--- src/rtl/potcore_pkg.sv ---
package potcore_pkg;
    typedef enum logic [3:0] {
        OP_NOP        = 4'd0,
        OP_RESTORE_RM = 4'd1,
        OP_SAVE       = 4'd2,
        OP_USER_WR    = 4'd3,
        OP_RESTORE    = 4'd8,
        OP_USER_RD    = 4'd9,
        OP_LOAD       = 4'd11
    } op_e;

    typedef enum logic [1:0] {
        ST_BOOT_A,
        ST_BOOT_B,
        ST_IDLE,
        ST_BUSY
    } state_e;

    localparam int NUM_WIPERS = 2;
endpackage

--- src/rtl/potcore_nvstore.sv ---
module potcore_nvstore #(
    parameter int DATA_W = 8,
    parameter int ADDR_W = 4,
    parameter logic [DATA_W-1:0] INIT_BYTE = 8'h5A
) (
    input  logic              clk,
    input  logic              rst_n,
    input  logic              we,
    input  logic [ADDR_W-1:0] waddr,
    input  logic [DATA_W-1:0] wdata,
    input  logic [ADDR_W-1:0] raddr,
    output logic [DATA_W-1:0] rdata
);
    localparam int DEPTH = 1 << ADDR_W;

    logic [DATA_W-1:0] mem_q [DEPTH];

    always_ff @(posedge clk or negedge rst_n) begin
        if (!rst_n) begin
            for (int i = 0; i < DEPTH; i++) begin
                mem_q[i] <= INIT_BYTE;
            end
        end else if (we) begin
            mem_q[waddr] <= wdata;
        end
    end

    assign rdata = mem_q[raddr];

    // a write lands in the addressed byte on the next cycle
    assert_write_lands_R5: assert property (@(posedge clk) disable iff (!rst_n)
        we |=> mem_q[$past(waddr)] == $past(wdata));
endmodule

--- src/rtl/potcore_cmd_check.sv ---
module potcore_cmd_check
    import potcore_pkg::*;
#(
    parameter int ADDR_W = 4
) (
    input  logic [3:0]        code,
    input  logic [ADDR_W-1:0] addr,
    output logic              legal,
    output logic              op_nop,
    output logic              op_load,
    output logic              op_save,
    output logic              op_restore,
    output logic              op_user_wr,
    output logic              op_user_rd,
    output logic              op_sets_rm
);
    logic addr_wiper;

    assign addr_wiper = (addr < ADDR_W'(NUM_WIPERS));

    always_comb begin
        op_nop     = 1'b0;
        op_load    = 1'b0;
        op_save    = 1'b0;
        op_restore = 1'b0;
        op_user_wr = 1'b0;
        op_user_rd = 1'b0;
        op_sets_rm = 1'b0;
        legal      = 1'b0;
        case (code)
            OP_NOP: begin
                op_nop = 1'b1;
                legal  = 1'b1;
            end
            OP_LOAD: begin
                op_load = 1'b1;
                legal   = addr_wiper;
            end
            OP_SAVE: begin
                op_save = 1'b1;
                legal   = addr_wiper;
            end
            OP_RESTORE: begin
                op_restore = 1'b1;
                legal      = addr_wiper;
            end
            OP_RESTORE_RM: begin
                op_restore = 1'b1;
                op_sets_rm = 1'b1;
                legal      = addr_wiper;
            end
            OP_USER_WR: begin
                op_user_wr = 1'b1;
                legal      = !addr_wiper;
            end
            OP_USER_RD: begin
                op_user_rd = 1'b1;
                op_sets_rm = 1'b1;
                legal      = !addr_wiper;
            end
            default: legal = 1'b0;
        endcase
    end
endmodule

--- src/rtl/potcore_tap_decode.sv ---
module potcore_tap_decode #(
    parameter int SEL_W = 8
) (
    input  logic [SEL_W-1:0]      sel,
    output logic [(1<<SEL_W)-1:0] taps
);
    localparam int TAPS = 1 << SEL_W;

    for (genvar g = 0; g < TAPS; g++) begin : g_tap
        assign taps[g] = (sel == SEL_W'(g));
    end
endmodule

--- src/rtl/potcore_top.sv ---
module potcore_top
    import potcore_pkg::*;
#(
    parameter int WIPER_W = 8,
    parameter int ADDR_W = 4,
    parameter int STORE_LAT = 4,
    parameter logic [WIPER_W-1:0] INIT_BYTE = 8'h5A
) (
    input  logic                     clk,
    input  logic                     rst_n,
    input  logic                     cmd_valid,
    output logic                     cmd_ready,
    input  logic [3:0]               cmd_code,
    input  logic [ADDR_W-1:0]        cmd_addr,
    input  logic [WIPER_W-1:0]       cmd_data,
    output logic                     rd_valid,
    output logic [WIPER_W-1:0]       rd_data,
    output logic                     cmd_err,
    output logic                     busy,
    output logic                     read_mode,
    output logic [WIPER_W-1:0]       wiper0,
    output logic [WIPER_W-1:0]       wiper1,
    output logic [(1<<WIPER_W)-1:0]  tap0,
    output logic [(1<<WIPER_W)-1:0]  tap1
);
    localparam int CNT_W = $clog2(STORE_LAT + 1);

    state_e               state_q, state_d;
    logic [CNT_W-1:0]     cnt_q, cnt_d;
    logic [WIPER_W-1:0]   wiper_q [NUM_WIPERS];
    logic                 accept;
    logic                 legal, op_nop, op_load, op_save, op_restore;
    logic                 op_user_wr, op_user_rd, op_sets_rm;
    logic                 st_we;
    logic [ADDR_W-1:0]    st_raddr;
    logic [WIPER_W-1:0]   st_rdata, st_wdata;
    logic                 sel;

    assign cmd_ready = (state_q == ST_IDLE);
    assign busy      = (state_q == ST_BUSY);
    assign accept    = cmd_valid && cmd_ready;
    assign sel       = cmd_addr[0];

    potcore_cmd_check #(.ADDR_W(ADDR_W)) u_check (
        .code       (cmd_code),
        .addr       (cmd_addr),
        .legal      (legal),
        .op_nop     (op_nop),
        .op_load    (op_load),
        .op_save    (op_save),
        .op_restore (op_restore),
        .op_user_wr (op_user_wr),
        .op_user_rd (op_user_rd),
        .op_sets_rm (op_sets_rm)
    );

    assign st_we    = accept && legal && (op_save || op_user_wr);
    assign st_wdata = op_save ? wiper_q[sel] : cmd_data;

    always_comb begin
        unique case (state_q)
            ST_BOOT_A: st_raddr = ADDR_W'(0);
            ST_BOOT_B: st_raddr = ADDR_W'(1);
            default:   st_raddr = cmd_addr;
        endcase
    end

    potcore_nvstore #(
        .DATA_W    (WIPER_W),
        .ADDR_W    (ADDR_W),
        .INIT_BYTE (INIT_BYTE)
    ) u_store (
        .clk   (clk),
        .rst_n (rst_n),
        .we    (st_we),
        .waddr (cmd_addr),
        .wdata (st_wdata),
        .raddr (st_raddr),
        .rdata (st_rdata)
    );

    // State register
    always_ff @(posedge clk or negedge rst_n) begin
        if (!rst_n) begin
            state_q <= ST_BOOT_A;
            cnt_q   <= '0;
        end else begin
            state_q <= state_d;
            cnt_q   <= cnt_d;
        end
    end

    // Next-state logic
    always_comb begin
        state_d = state_q;
        cnt_d   = cnt_q;
        unique case (state_q)
            ST_BOOT_A: state_d = ST_BOOT_B;
            ST_BOOT_B: state_d = ST_IDLE;
            ST_IDLE: begin
                if (st_we) begin
                    state_d = ST_BUSY;
                    cnt_d   = CNT_W'(STORE_LAT - 1);
                end
            end
            ST_BUSY: begin
                if (cnt_q == '0) begin
                    state_d = ST_IDLE;
                end else begin
                    cnt_d = cnt_q - 1'b1;
                end
            end
        endcase
    end

    // Output and datapath registers
    always_ff @(posedge clk or negedge rst_n) begin
        if (!rst_n) begin
            wiper_q[0] <= '0;
            wiper_q[1] <= '0;
            read_mode  <= 1'b0;
            rd_valid   <= 1'b0;
            rd_data    <= '0;
            cmd_err    <= 1'b0;
        end else begin
            rd_valid <= 1'b0;
            cmd_err  <= 1'b0;
            if (state_q == ST_BOOT_A) wiper_q[0] <= st_rdata;
            if (state_q == ST_BOOT_B) wiper_q[1] <= st_rdata;
            if (accept) begin
                if (!legal) begin
                    cmd_err <= 1'b1;
                end else begin
                    if (op_load)    wiper_q[sel] <= cmd_data;
                    if (op_restore) wiper_q[sel] <= st_rdata;
                    if (op_nop)     read_mode    <= 1'b0;
                    if (op_sets_rm) read_mode    <= 1'b1;
                    if (op_user_rd) begin
                        rd_valid <= 1'b1;
                        rd_data  <= st_rdata;
                    end
                end
            end
        end
    end

    assign wiper0 = wiper_q[0];
    assign wiper1 = wiper_q[1];

    potcore_tap_decode #(.SEL_W(WIPER_W)) u_tap0 (.sel(wiper0), .taps(tap0));
    potcore_tap_decode #(.SEL_W(WIPER_W)) u_tap1 (.sel(wiper1), .taps(tap1));

    assert_tap0_onehot_R12: assert property (@(posedge clk) disable iff (!rst_n)
        tap0[wiper0] && ($countones(tap0) == 1));
    assert_tap1_onehot_R12: assert property (@(posedge clk) disable iff (!rst_n)
        tap1[wiper1] && ($countones(tap1) == 1));
    assert_busy_blocks_R6: assert property (@(posedge clk) disable iff (!rst_n)
        busy |-> !cmd_ready);
    assert_busy_start_R6: assert property (@(posedge clk) disable iff (!rst_n)
        $rose(busy) |-> $past(cmd_valid && cmd_ready));
    assert_rdvalid_cause_R9: assert property (@(posedge clk) disable iff (!rst_n)
        rd_valid |-> $past(cmd_valid && cmd_ready && (cmd_code == OP_USER_RD)));
    assert_rm_clear_R10: assert property (@(posedge clk) disable iff (!rst_n)
        $fell(read_mode) |-> $past(cmd_valid && cmd_ready && (cmd_code == OP_NOP)));
    assert_err_cause_R11: assert property (@(posedge clk) disable iff (!rst_n)
        cmd_err |-> $past(cmd_valid && cmd_ready));
    assert_err_no_busy_R11: assert property (@(posedge clk) disable iff (!rst_n)
        cmd_err |-> !busy);
endmodule

--- config.mk ---
export PLATFORM = sky130hd
export DESIGN_NAME = potcore_top
export DESIGN_NICKNAME = d
export VERILOG_FILES = /design/src/rtl/potcore_pkg.sv /design/src/rtl/potcore_nvstore.sv /design/src/rtl/potcore_cmd_check.sv /design/src/rtl/potcore_tap_decode.sv /design/src/rtl/potcore_top.sv
export SDC_FILE = /design/constraint.sdc
export NUM_CORES = 1
export LEC_CHECK = 0
export BUFFER_PORTS_ARGS = -buffer_cell sky130_fd_sc_hd__buf_2
export CAP_MARGIN = 10
export CORE_AREA = 2 2 220 222
export CTS_BUF_LIST = sky130_fd_sc_hd__clkbuf_2 sky130_fd_sc_hd__clkbuf_4 sky130_fd_sc_hd__clkbuf_8
export DETAILED_ROUTE_END_ITERATION = 10
export DIE_AREA = 0 0 222 224
export PLACE_DENSITY = 0.55
export SLEW_MARGIN = 20
export SYNTH_ARGS = -nofsm -noshare
export SYNTH_HDL_FRONTEND = slang
export SYNTH_HIERARCHICAL = 1
export SYNTH_SLANG_ARGS = --single-unit
--- constraint.sdc ---
create_clock -name clk -period 2.7 [get_ports clk]
set_input_delay 0.27 -clock clk [delete_from_list [all_inputs] [get_ports clk]]
set_output_delay 0.27 -clock clk [all_outputs]
set_load 0.01 [all_outputs]
# Yosys cells after proc, flatten, opt, wreduce, memory -nomap -nowiden
# Cells that the tools add are included.
# Widths: inputs -> output; s select.
totals:
  latchBits: 0
  ramBits: 0
  romBits: 0
  elab_cells: 622
  ff_bits: 160
  memories: 0
  input_bits: 19
classes:
  n_shift: 0
  magnitude_cmp: 6
  add_sub_neg: 1
  bitwise: 3
  div_mod_pow: 0
  n_eq_ne: 522
  n_mul: 0
  reduce_logical: 22
  muxes: 44
ops:
  columns: ["operator", "n"]
  rows:
  - ["$eq 8x8->1 const B", 256]
  - ["$eq 8x7->1 const B", 128]
  - ["$eq 8x6->1 const B", 64]
  - ["$eq 8x5->1 const B", 32]
  - ["$bwmux 128", 1]
  - ["$eq 8x4->1 const B", 16]
  - ["$mux 16", 6]
  - ["$mux 8", 10]
  - ["$eq 8x3->1 const B", 8]
  - ["$bmux 8 s4", 1]
  - ["$bwmux 16", 2]
  - ["$demux 8 s4", 1]
  - ["$eq 8x2->1 const B", 4]
  - ["$eq 8x1->1 const B", 2]
  - ["$logic_not 8->1", 2]
  - ["$mux 1", 14]
  - ["$eq 4x4->1 const B", 3]
  - ["$ge 5x5->1 const B", 2]
  - ["$not 4->5", 2]
  - ["$reduce_and 3->1", 3]
  - ["$demux 8 s1", 1]
  - ["$eq 4x2->1 const B", 2]
  - ["$pmux 2 s4", 1]
  - ["$pmux 4 s2", 1]
  - ["other kinds (25)", 36]

# Depth between registers and ports, before layout
# Gate-level depths: netlist of run 1.
logic_depth:
  depth_word: 15
  ltp_mapped: 11
  depth_no_buf: 8

# Hierarchy
# The synthesis of run 1 kept the hierarchy.
modules_own_cells:
  columns: ["mod", "cells_each", "instances", "area_each_um2", "seq_area_each_um2"]
  rows:
  - ["potcore_nvstore", 365, 1, 5995.8, 3283.1]
  - ["potcore_tap_decode", 350, 2, 1754.2, 0.0]
  - ["potcore_top", 156, 1, 1759.2, 800.8]
  - ["potcore_cmd_check", 20, 1, 143.9, 0.0]

# Least setup slack after synthesis of run 1
# OpenSTA, ideal clock, no wires.
synth_path:
  path_kind: "input to register"
  from: "input port cmd_code[3]"
  to: "register u_store/mem_q[112] in the netlist's numbering"
  path_buffers: 2
  setup_slack_ns: -0.276
  stages: 10
  arrival_time_ns: 2.851
  cell_sequence: "buf_6 or4_4 a21o_1 a31oi_1 and4b_1 buf_6 and2_1 nand2_1 nor4_4 mux2_2"
synth_between:
  elab_chain_cells: 5
synth_rtl:
  columns: ["item", "line", "source"]
  rows:
  - ["from (decl)", "potcore_top.sv:13", "input logic [3:0] cmd_code,"]
  - ["$eq 4x4->1 (tied with other cells)", "potcore_cmd_check.sv:30", "case (code)"]
  - ["$reduce_or 4->1 (no source line) / $reduce_or 2->1 (equally long branches)", null, null]
  - ["$pmux 1 s3 *", "potcore_cmd_check.sv:30", null]
  - ["named net legal", "potcore_top.sv:32", "logic legal, op_nop, op_load, op_save, op_restore;"]
  - ["$logic_and 1x1->1 * (2 in series)", "potcore_top.sv:57", "assign st_we = accept && legal && (op_save || op_user_wr);"]
  - ["named net st_we", "potcore_top.sv:34", "logic st_we;"]
  - ["to (signal, indexed assignment)", "potcore_nvstore.sv:24", "mem_q[waddr] <= wdata;"]
  - ["to (decl)", "potcore_nvstore.sv:16", "logic [DATA_W-1:0] mem_q [DEPTH];"]
# Mark *: on every way through the listed nets, which the timed path passes. The rest lies on a longest branch.
# A chain may end at the register's enable or synchronous reset.

# Worst setup path after layout of run 1
layout_path:
  from: "register wiper_q, in the netlist wiper0[5]"
  to: "output port tap0[74]"
layout_between:
  elab_chain_cells: 1
layout_rtl:
  columns: ["item", "line", "source"]
  rows:
  - ["from (decl)", "potcore_top.sv:30", "logic [WIPER_W-1:0] wiper_q [NUM_WIPERS];"]
  - ["from (signal, indexed assignment)", "potcore_top.sv:134", "if (op_load) wiper_q[sel] <= cmd_data;"]
  - ["from (signal, indexed assignment)", "potcore_top.sv:135", "if (op_restore) wiper_q[sel] <= st_rdata;"]
  - ["$eq 8x7->1", "potcore_tap_decode.sv:10", "assign taps[g] = (sel == SEL_W'(g));"]
  - ["to (decl)", "potcore_top.sv:23", "output logic [(1<<WIPER_W)-1:0] tap0,"]
# No other way between the ends.

==> flow_summary.rst, run 1 <==
.. list-table::
   :header-rows: 1

   * - Metric
     - Value
   * - Highest attainable clock frequency
     - between 300 and 400 MHz
   * - Cell Int Power
     - about 3.9 mW
   * - Final HPWL DP
     - 38400 um
   * - Setup clock skew after layout
     - 0.0110 ns
   * - Path class of the lowest-slack min-delay path
     - in -> reg
   * - Synth area leader
     - sky130_fd_sc_hd__dfrtp_1
   * - Sum of routed wire length over all layers
     - 49500 um
   * - Worst reg-to-reg path cell count
     - 8
   * - Starting density of the core
     - 0.241
   * - Outcome
     - completed
   * - Flip-flop and latch count after synthesis
     - 160
   * - Max Buffers Root-to-Sink
     - 2
   * - Pin count of the biggest net entering global routing
     - between 70 and 80
   * - Reg2Reg Launch Point
     - state_q[1]$_DFFE_PN0P_
   * - Antenna diode instance count
     - 0
   * - Post-synth net total
     - between 1000 and 1500
   * - Global-route wire length before repair
     - ~70000 um
   * - Post-route fraction of the period consumed by the critical path
     - 0.971
   * - Die Height
     - approximately 220 um
   * - Count of nets after finishing
     - approximately 1800
   * - Number of enable flip-flop cells after synthesis
     - 0
   * - Netlist area before placement
     - about 11000 um2
   * - Minimum clock period after layout
     - between 2 and 3 ns
   * - Fraction of synthesized cell area taken by the top area cell type
     - 0.211
   * - Critical Path Sink Type
     - primary output
   * - Number of placement rows
     - 80
   * - Count of antenna-violating nets left after detailed routing
     - 0
   * - Number of antenna violations at the first check in global routing
     - 0
   * - Main synth FF type
     - sky130_fd_sc_hd__dfrtp_1
   * - Final setup viols
     - 0
   * - Top post-synthesis cells by count
     - sky130_fd_sc_hd__nor2_1, sky130_fd_sc_hd__mux2_2, sky130_fd_sc_hd__dfrtp_1, sky130_fd_sc_hd__dfstp_2, sky130_fd_sc_hd__clkbuf_1
   * - Lkg Pwr
     - around 8 nW
   * - Clock root buffer
     - sky130_fd_sc_hd__clkbuf_8
   * - Final weighted congestion in routability-driven placement
     - roughly 0.84
   * - Psw
     - between 1.5 and 2 mW
   * - Core outline area
     - ~47000 um2
   * - Most frequently used cell type in the post-synthesis netlist
     - sky130_fd_sc_hd__nor2_1
   * - Worst slew margin
     - 0.537
   * - Final cell count without fillers
     - about 2400
   * - Least-Margin Pin Slew
     - about 0.7 ns
   * - Clk sinks
     - between 150 and 200
   * - Cts bufs inserted
     - 17
   * - Share of the yosys chip area belonging to registers
     - 0.358
   * - Reg2Reg Setup Slack
     - about 0.078 ns
   * - Ordered cell list for the critical path
     - or4b_1, buf_4, nor2_1, buf_2
   * - Worst vdd rail ir drop
     - between 0.2 and 0.3 mV
   * - Startpoint type of the worst setup path
     - flop
   * - Power density of the placed cells
     - between 300 and 400 nW/um2
   * - Category of the critical setup timing path
     - reg -> out
   * - Port buffer count
     - 559
   * - Main area contributors after synthesis
     - sky130_fd_sc_hd__dfrtp_1, sky130_fd_sc_hd__nor2_1, sky130_fd_sc_hd__dfstp_2
   * - Final number of max-transition violations
     - 0
   * - RR Endpoint
     - wiper1[2]$_DFF_PN0_
   * - Vias
     - approximately 12000
   * - Design area
     - about 16000 um2
   * - Share of async-settable or async-resettable flops after synthesis
     - 1.00
   * - Capture point of the worst path
     - tap0[74]
   * - Worst-path fanout max
     - 15
   * - Startpoint of the most critical hold path
     - cmd_valid
   * - Worst-Skew Late Latency
     - between 0.4 and 0.5 ns
   * - Post-Syn Area per Cell
     - a little over 9 um2
   * - Routed length per instance
     - between 20 and 25 um
   * - Total of max-cap violations
     - 0
   * - Total global routing overflow
     - 0
   * - Unique masters post-synth
     - 55
   * - Post-placement cell count
     - roughly 2400
   * - Layout Area Growth over Synthesis
     - 38.1%
   * - Ratio of cells with drive above 1 in the final layout
     - 0.588
   * - Clock share of power
     - 0.315
   * - Number of optimization iterations in the first detailed-route pass
     - 4
   * - Launching instance or port of the critical path
     - wiper0[5]$_DFF_PN0_
   * - Highest-delay cell along the critical path
     - sky130_fd_sc_hd__or4b_1
   * - Slowest Stage Delay on Critical Path
     - around 0.66 ns
   * - Post-route DRC violation count
     - 0
   * - Clock-pin slew reported for the worst setup and hold paths after clock tree synthesis
     - around 0.08 ns
   * - Part of the power in combinational logic
     - 0.215
   * - Switching power share of the total
     - 0.313
   * - Vias in the first global route
     - 10900
   * - Share of power burned in registers
     - 0.470
   * - CTS tree
     - done
   * - Number of endpoints with negative hold slack in the final report
     - 0
   * - Area of the die
     - slightly below 50000 um2
   * - Worst endpoint data arrival time
     - about 2.4 ns
   * - Chip Width
     - about 220 um
   * - GRT Resource Usage Total
     - 0.188
   * - Detail-routed via count per cell
     - approximately 4.8
   * - Num ports
     - 560
   * - Syn. warnings
     - 6
   * - Instance count of the mapped netlist
     - around 1200
   * - H-tree depth
     - 4
   * - Required arrival time at the worst endpoint
     - ~2.4 ns
   * - Post-placement cell area
     - between 15000 and 20000 um2
   * - Number of violations reported at the end of detailed-routing iteration 0
     - 760
-- critical path: cells and delay by family, from the launching register on --
| family | cells | cell delay, ns |
|---|---|---|
| buffers and inverters | 2 | 0.43 |
| AND/OR/NAND/NOR | 2 | 0.88 |
| flip-flops | 1 | 0.56 |
-- final cells by class --
cell class                 count  area [um2]
clock inverter                 8         106
inverter                       5        18.8
multi-input combinational    915        6480
tap                          615         769
clock buffer                  24         299
fill                        4914       31600
sequential                   160        4090
timing repair buffer         691        3990
-- what timing repair did --
| action | CTS | global route |
|---|---|---|
| hold buffers | 1 | 0 |
| hold endpoints to repair | 42 | 0 |
| setup endpoints to repair | 103 | 150 |
| pin swaps | 1 | 1 |
| gates resized for setup | 7 | 18 |
| setup buffers | 3 | 6 |
-- cell usage in the layout, fill, tap and decap left out, types with 7 or more instances in the layout --
cell type	n
sky130_fd_sc_hd__buf_2	558
sky130_fd_sc_hd__nor2_1	482
sky130_fd_sc_hd__mux2_2	120
sky130_fd_sc_hd__buf_4	116
sky130_fd_sc_hd__dfrtp_1	88
sky130_fd_sc_hd__dfstp_2	64
sky130_fd_sc_hd__mux4_2	32
sky130_fd_sc_hd__nor2_2	31
sky130_fd_sc_hd__mux2i_1	26
sky130_fd_sc_hd__nand4bb_1	20
sky130_fd_sc_hd__nor2_4	20
sky130_fd_sc_hd__clkbuf_8	19
sky130_fd_sc_hd__a22oi_1	18
sky130_fd_sc_hd__nand4b_1	17
sky130_fd_sc_hd__o22ai_1	16
sky130_fd_sc_hd__mux2_4	16
sky130_fd_sc_hd__buf_12	15
sky130_fd_sc_hd__nand2_1	11
sky130_fd_sc_hd__or4b_4	11
sky130_fd_sc_hd__a21oi_1	10
sky130_fd_sc_hd__dfrtp_2	8
sky130_fd_sc_hd__and2_1	7
-- through the flow --
step | util | hold slack (ns) | TNS (ns) | setup WS, ns | power (mW)
after global placement | 0.321 | 0.341 | -0.771 | -0.0662 | 3.87
after CTS | 0.330 | 0.0999 | 0 | 0.00167 | 5.70
after floorplan | - | -0.0256 | -0.502 | -0.0836 | 3.46
final | 0.333 | 0.135 | 0 | 0.0780 | 5.68
after global routing | 0.333 | 0.107 | -0.0123 | -0.0123 | 5.94
after detailed placement | 0.321 | 0.343 | -1.15 | -0.0899 | 3.89
-- worst min-delay path by stage --
stage,to,slack [ns],cells past startpoint
floorplan,cmd_err$_DFF_PN0_,-0.03,0
global placement,u_store/mem_q[13]$_DFFE_PN0P_,0.34,1
detailed placement,u_store/mem_q[13]$_DFFE_PN0P_,0.34,1
CTS,cmd_err$_DFF_PN0_,0.1,2
global route,cmd_err$_DFF_PN0_,0.11,2
finish,cmd_err$_DFF_PN0_,0.13,2
-- registers in the layout, summed over array words and instances (netlist names) --
register / flops
cmd_err: 1
cnt_q: 3
rd_data: 8
rd_valid: 1
read_mode: 1
state_q: 2
u_store/mem_q: 128
wiper0: 8
wiper1: 8
-- power groups by stage --
stage / Clock, mW / Combinational, mW / Sequential, mW
3_3_place_gp: 0 / 1.16 / 2.70
3_5_place_dp: 0 / 1.18 / 2.71
4_1_cts: 1.84 / 1.19 / 2.67
5_1_grt: 1.95 / 1.30 / 2.69
2_1_floorplan: 0 / 0.811 / 2.65
6_report: 1.79 / 1.22 / 2.67
-- cell families (layout without fill, tap and decap cells) --
| kind of cell | Yosys count | in the layout | synth area share |
|---|---|---|---|
| AO/OA/AOI/OAI | 59 | 59 | 0.0348 |
| XOR/XNOR | 1 | 1 | 0.000768 |
| adder cells (fa/ha/maj) | 2 | 2 | 0.00219 |
| buffers and inverters | 166 | 728 | 0.0834 |
| flip-flops | 160 | 160 | 0.358 |
| multiplexers | 194 | 194 | 0.226 |
| AND/OR/NAND/NOR | 659 | 659 | 0.295 |
-- layer usage --
| metal | up-vias | wire length, um | share of wire | global-route usage |
|---|---|---|---|---|
| met2 | 591 | 24800 | 0.50 | 0.331 |
| met4 | 0 | 946 | 0.019 | 0.0493 |
| li1 | 5233 | - | - | - |
| met1 | 5741 | 20200 | 0.41 | 0.232 |
| met3 | 61 | 3600 | 0.073 | 0.0432 |
| met5 | - | 0 | 0 | 0 |
Power figures use the tool's default switching activity.
==> inputs of run 2 (changes only) <==
Clock period 2.7 ns to 2.4 ns, I/O delays scaled along.
==> run 2 against run 1 <==
Against the previous run:
- register-to-register slack worse by 0.04 ns
- sequential share of layout area is 1.4 points lower
- die area did not move
- utilization increased by 1.9 points
- hold slack worse by 0.047 ns
- sequential cell count did not move
- first-iteration DRC count increased by 19%
- global-route usage grew 0.37 points
- critical path depth unchanged
- critical endpoint is now tap0[160]
- sequential power up 11%
- design area rose by 5.8%
- largest cell class unchanged
- critical path type unchanged
==> flow_summary.rst, run 2 (same netlist as run 1, synthesis figures left out) <==
.. list-table::
   :header-rows: 1

   * - Metric
     - Value
   * - Pin count of the biggest net entering global routing
     - 60
   * - Worst-Skew Late Latency
     - approximately 0.47 ns
   * - Outcome
     - completed
   * - Post-route fraction of the period consumed by the critical path
     - 0.990
   * - Most common cell after layout, fill and taps aside
     - sky130_fd_sc_hd__buf_2
   * - Worst slack at placement
     - -0.406 ns
   * - Power density of the placed cells
     - about 400 nW/um2
   * - Count of antenna-violating nets left after detailed routing
     - 0
   * - Cell Int Power
     - 4.56 mW
   * - Core outline area
     - approximately 47000 um2
   * - Total of max-cap violations
     - 0
   * - H-tree depth
     - 4
   * - GRT Resource Usage Total
     - 0.192
   * - Area of the die
     - just under 50000 um2
   * - Least-Margin Pin Slew
     - around 0.62 ns
   * - Global-route wire length before repair
     - 72800 um
   * - Clock share of power
     - 0.314
   * - Biggest register
     - u_store/mem_q
   * - TNS Setup
     - 0 ns
   * - Flip-flop count of the largest register after layout
     - 128
   * - Post-route DRC violation count
     - 0
   * - Fraction of the core area covered by cells at the end of the flow
     - 0.352
   * - Number of placement rows
     - 80
   * - Sum of routed wire length over all layers
     - 50600 um
   * - Highest attainable clock frequency
     - ~420 MHz
   * - Reg2Reg Setup Slack
     - approximately 0.040 ns
   * - Psw
     - between 2 and 2.5 mW
   * - Total global routing overflow
     - 0
   * - Number of endpoints with negative hold slack in the final report
     - 0
   * - Critical Path Sink Type
     - primary output
   * - Vias
     - between 10000 and 15000
   * - Final HPWL DP
     - 38200 um
   * - Max Buffers Root-to-Sink
     - 2
   * - Clock root buffer
     - sky130_fd_sc_hd__clkbuf_8
   * - Worst reg-to-reg path cell count
     - 8
   * - Layout Area Growth over Synthesis
     - 46.2%
   * - Detail-routed via count per cell
     - ~4.8
   * - Minimum clock period after layout
     - between 2 and 2.5 ns
   * - Number of antenna violations at the first check in global routing
     - 4
   * - Startpoint of the most critical hold path
     - cmd_valid
   * - Worst-case hold slack
     - 0.0879 ns
   * - Num ports
     - between 500 and 600
   * - Final setup viols
     - 0
   * - Switching power share of the total
     - 0.316
   * - Final number of max-transition violations
     - 0
   * - Post-route total power
     - about 6.7 mW
   * - Ratio of cells with drive above 1 in the final layout
     - 0.613
   * - Routed length per instance
     - approximately 20 um
   * - Required arrival time at the worst endpoint
     - 2.16 ns
   * - Part of the power in combinational logic
     - 0.241
   * - Category of the critical setup timing path
     - reg -> out
   * - Cts bufs inserted
     - 17
   * - Die Height
     - 224 um
   * - Worst slew margin
     - 0.585
   * - Launching instance or port of the critical path
     - wiper0[0]$_DFF_PN0_
   * - Chip Width
     - roughly 220 um
   * - Startpoint type of the worst setup path
     - flop
   * - Clock-pin slew reported for the worst setup and hold paths after clock tree synthesis
     - approximately 0.09 ns
   * - Path class of the lowest-slack min-delay path
     - in -> reg
   * - Reg2Reg Launch Point
     - state_q[1]$_DFFE_PN0P_
   * - Port buffer count
     - approximately 560
   * - Starting density of the core
     - 0.241
   * - Hold-critical path endpoint
     - cmd_err$_DFF_PN0_
   * - Hold Crit Depth
     - 2
   * - Worst vdd rail ir drop
     - about 0.32 mV
   * - Number of violations reported at the end of detailed-routing iteration 0
     - approximately 900
   * - RSZ-0062 raised after global routing
     - yes
   * - Number of optimization iterations in the first detailed-route pass
     - 7
   * - Worst endpoint data arrival time
     - about 2.1 ns
   * - Vias in the first global route
     - 11300
   * - RR Endpoint
     - rd_data[2]$_DFFE_PN0P_
   * - Clk sinks
     - 160
   * - Final weighted congestion in routability-driven placement
     - roughly 0.83
   * - Leading cell types in the layout, fill and taps excluded
     - sky130_fd_sc_hd__buf_2, sky130_fd_sc_hd__nor2_1, sky130_fd_sc_hd__buf_4
   * - Share of power burned in registers
     - 0.445
   * - Setup clock skew after layout
     - roughly 0.014 ns
   * - CTS tree
     - done
   * - Least setup slack across all paths after layout
     - 0.0251 ns
   * - Lkg Pwr
     - roughly 8.3 nW
   * - Count of nets after finishing
     - 1864
   * - Worst-path fanout max
     - 16
## run 2: stage by stage
stage	area [um2]	std cells
floorplan	11800	1241
global placement	15700	2403
detailed placement	15700	2403
CTS	16400	2454
global route	16700	2472
finish	16700	2472
## run 2: worst max path at each step
stage	to	slack, ns
2_1_floorplan	u_store/mem_q[120]$_DFFE_PN0P_	-0.35
3_3_place_gp	u_store/mem_q[125]$_DFFE_PN0P_	-0.42
3_5_place_dp	u_store/mem_q[120]$_DFFE_PN0P_	-0.41
4_1_cts	wiper0[5]$_DFF_PN0_	-0.003
5_1_grt	wiper0[0]$_DFF_PN0_	-0.03
6_report	tap0[160]	0.03
## run 2: cell type report
cell class	count	area, um2
inverters	5	18.8
multi-input cells	916	6860
flip-flops and latches	160	4110
well taps	615	769
clock inverters	10	138
fillers	4855	30700
diodes	2	5.00
clock buffers	21	270
repair buffers	743	4500
## run 2: critical path: stages (launching register included)
cell	delay (ns)
sky130_fd_sc_hd__dfrtp_2	0.43
sky130_fd_sc_hd__buf_6	0.16
sky130_fd_sc_hd__or4_4	0.73
sky130_fd_sc_hd__nor2_1	0.19
sky130_fd_sc_hd__buf_2	0.15
## run 2: what timing repair did
action,4_1_cts,5_1_grt
endpoints found under the setup margin,239,167
endpoints found under the hold margin,31,0
buffers inserted,17,15
cloned,2,1
hold buffers,1,0
pin swaps,7,6
gates resized for setup,38,35
## run 2: power groups by stage
stage,logic (mW),clock network (mW),registers [mW]
floorplan,0.944,0,2.99
global placement,1.41,0,3.01
detailed placement,1.44,0,3.02
CTS,1.53,2.15,2.97
global route,1.71,2.25,2.99
finish,1.60,2.09,2.97
## run 2: per-layer routing
metal | GRT usage | up-vias | part of all wire
li1 | - | 5336 | -
met1 | 0.236 | 5780 | 0.40
met2 | 0.328 | 640 | 0.48
met3 | 0.0450 | 115 | 0.076
met4 | 0.0684 | 4 | 0.035
met5 | 0 | - | 0.00038
==> inputs of run 3 (changes only) <==
Settings changed: BUFFER_PORTS_ARGS -buffer_cell sky130_fd_sc_hd__buf_2 to -buffer_cell sky130_fd_sc_hd__buf_4.
==> run 3 against run 2 <==
Against the previous run:
- the run now ends with negative setup slack left
- clock-buffer cell count rose by 1
- critical path type is now reg -> reg
- maximum frequency fell by 3.0%
- clock skew rose by 0.0023 ns
==> flow_summary.rst, run 3 (same netlist as run 1, synthesis figures left out) <==
.. list-table::
   :header-rows: 1

   * - Metric
     - Value
   * - Starting density of the core
     - 0.241
   * - Num ports
     - 560
   * - Flip-flop count of the largest register after layout
     - 128
   * - CTS tree
     - done
   * - Final cell count without fillers
     - roughly 2500
   * - Worst slack at placement
     - -0.435 ns
   * - Clock root buffer
     - sky130_fd_sc_hd__clkbuf_8
   * - Switching power share of the total
     - 0.311
   * - Routed length per instance
     - 21.1 um
   * - Number of optimization iterations in the first detailed-route pass
     - 5
   * - Sum of routed wire length over all layers
     - ~52000 um
   * - Design area
     - 18100 um2
   * - Final HPWL DP
     - 39800 um
   * - Ratio of cells with drive above 1 in the final layout
     - 0.617
   * - Worst vdd rail ir drop
     - 0.321 mV
   * - Share of power burned in registers
     - 0.444
   * - Worst-path fanout max
     - 7
   * - Total of fill cells in the finished design
     - 4728
   * - Vias in the first global route
     - approximately 11000
   * - Violated checks
     - negative setup slack
   * - Post-route fraction of the period consumed by the critical path
     - 1.02
   * - Worst slew margin
     - 0.505
   * - Outcome
     - complete, but fails checks
   * - Worst-case hold slack
     - 0.0577 ns
   * - Startpoint type of the worst setup path
     - flop
   * - Critical Path Sink Type
     - flop
   * - Count of nets after finishing
     - approximately 1900
   * - Total global routing overflow
     - 0
   * - Required arrival time at the worst endpoint
     - between 2 and 3 ns
   * - Clock-pin slew reported for the worst setup and hold paths after clock tree synthesis
     - ~0.09 ns
   * - Leading cell types in the layout, fill and taps excluded
     - sky130_fd_sc_hd__buf_4, sky130_fd_sc_hd__nor2_1, sky130_fd_sc_hd__dfrtp_1
   * - Psw
     - approximately 2.1 mW
   * - Highest attainable clock frequency
     - 409 MHz
   * - Part of the power in combinational logic
     - 0.245
   * - Most frequent CP cell
     - sky130_fd_sc_hd__buf_6
   * - Vias
     - around 12000
   * - Global-route wire length before repair
     - 74700 um
   * - Number of placement rows
     - 80
   * - Final setup viols
     - 13
   * - Ordered cell list for the critical path
     - buf_6, a21o_4, buf_12, buf_16, mux4_2, a22oi_2, nand2_4, buf_6, mux2_4
   * - TNS Setup
     - -0.359 ns
   * - Worst endpoint data arrival time
     - between 2 and 3 ns
   * - Die Height
     - about 220 um
   * - Core outline area
     - ~47000 um2
   * - Clock share of power
     - 0.311
   * - Least-Margin Pin Slew
     - between 0.7 and 0.8 ns
   * - Count of antenna-violating nets left after detailed routing
     - 0
   * - Cts bufs inserted
     - 17
   * - Most common cell after layout, fill and taps aside
     - sky130_fd_sc_hd__buf_4
   * - Highest-delay cell along the critical path
     - sky130_fd_sc_hd__mux4_2
   * - Path class of the lowest-slack min-delay path
     - in -> reg
   * - H-tree depth
     - 4
   * - Cell Int Power
     - roughly 4.6 mW
   * - Area of the die
     - roughly 50000 um2
   * - GRT Resource Usage Total
     - 0.197
   * - Clk sinks
     - 160
   * - RSZ-0062 raised after global routing
     - yes
   * - Number of violations reported at the end of detailed-routing iteration 0
     - between 600 and 700
   * - Hold Crit Depth
     - 2
   * - Slowest Stage Delay on Critical Path
     - approximately 0.46 ns
   * - Biggest register
     - u_store/mem_q
   * - Setup clock skew after layout
     - approximately 0.016 ns
   * - Post-route DRC violation count
     - 0
   * - Minimum clock period after layout
     - about 2.4 ns
   * - Post-placement cell area
     - ~17000 um2
   * - Pin count of the biggest net entering global routing
     - 61
   * - Final weighted congestion in routability-driven placement
     - ~0.79
   * - Multi-input gate area
     - roughly 7000 um2
   * - Post-placement cell count
     - between 2000 and 2500
   * - Power density of the placed cells
     - 371 nW/um2
   * - Least setup slack across all paths after layout
     - -0.0474 ns
   * - Chip Width
     - around 220 um
   * - FF/Latch Area
     - about 4100 um2
   * - Worst reg-to-reg path cell count
     - 9
   * - Number of endpoints with negative hold slack in the final report
     - 0
   * - Number of antenna violations at the first check in global routing
     - 2
   * - Max Buffers Root-to-Sink
     - 2
   * - Total of max-cap violations
     - 0
   * - Layout Area Growth over Synthesis
     - 58.8%
   * - Worst-Skew Late Latency
     - between 0.4 and 0.5 ns
   * - Detail-routed via count per cell
     - roughly 4.8
   * - Port buffer count
     - approximately 560
   * - Lkg Pwr
     - between 8 and 9 nW
   * - Category of the critical setup timing path
     - reg -> reg
   * - Final number of max-transition violations
     - 0
## run 3: cell count changes in the layout (fill, tap and decap cells not counted), moves of 3 or more
| cell | change |
|---|---|
| sky130_fd_sc_hd__a22oi_1 | -4 |
| sky130_fd_sc_hd__dfrtp_1 | -3 |
| sky130_fd_sc_hd__buf_4 | +541 |
| sky130_fd_sc_hd__nor2_2 | +4 |
| sky130_fd_sc_hd__dfrtp_2 | +5 |
| sky130_fd_sc_hd__a22oi_2 | +4 |
| sky130_fd_sc_hd__nand4bb_1 | +3 |
| sky130_fd_sc_hd__buf_2 | -558 |
| sky130_fd_sc_hd__nor2_1 | -4 |
| sky130_fd_sc_hd__nand4bb_2 | -3 |
| sky130_fd_sc_hd__buf_6 | +9 |
## run 3: final cells by class
class / count / share of cell area
multi-input combinational: 915 / 0.379
timing repair buffer: 738 / 0.328
sequential: 160 / 0.226
tap: 615 / 0.0425
clock buffer: 22 / 0.0150
clock inverter: 10 / 0.00760
inverter: 5 / 0.00104
antenna: 1 / 0.000138
## run 3: per-stage QoR
step,total power [mW],utilization
detailed placement,4.53,0.360
global placement,4.51,0.360
floorplan,3.93,-
CTS,6.68,0.376
finish,6.72,0.383
global route,7.00,0.383
## run 3: repair_timing
item / CTS / global route
cloned: 2 / 1
hold buffers: 1 / 0
resized for setup: 53 / 37
buffers inserted: 9 / 15
setup endpoints to repair: 209 / 179
pin swaps: 12 / 16
endpoints found under the hold margin: 30 / 0
## run 3: power groups by stage
stage / registers, mW / logic (mW) / clock network [mW]
3_5_place_dp: 3.03 / 1.49 / 0
6_report: 2.98 / 1.65 / 2.09
2_1_floorplan: 2.99 / 0.944 / 0
3_3_place_gp: 3.03 / 1.47 / 0
4_1_cts: 2.99 / 1.57 / 2.12
5_1_grt: 3.00 / 1.75 / 2.25
## run 3: layer usage
metal,wire length [um],track usage,up-vias,share of wire
li1,-,-,5334,-
met1,21900,0.253,5853,0.42
met2,25700,0.339,537,0.49
met3,3370,0.0387,66,0.065
met4,1020,0.0488,2,0.020
met5,16,0,-,0.00031
## run 3: worst max-delay path, delay by kind of cell, from the launching register on
family / cells / cell delay, ns
buffers and inverters: 4 / 0.55
muxes: 2 / 0.71
AOI/OAI and AO/OA: 2 / 0.52
DFF: 1 / 0.41
and+or+nand+nor: 1 / 0.14
## run 3: final timing paths
check	startpoint	to	slack, ns
worst max-delay path	state_q[1]$_DFFE_PN0P_	rd_data[5]$_DFFE_PN0P_	-0.05
worst max register to register	state_q[1]$_DFFE_PN0P_	rd_data[5]$_DFFE_PN0P_	-0.05
worst min register to register	cnt_q[0]$_DFFE_PN0P_	cnt_q[0]$_DFFE_PN0P_	0.49
max in group asynchronous	rst_n	u_store/mem_q[25]$_DFFE_PN1P_	1.35
worst min-delay path	cmd_valid	cmd_err$_DFF_PN0_	0.06
min in group asynchronous	rst_n	u_store/mem_q[74]$_DFFE_PN0P_	0.27
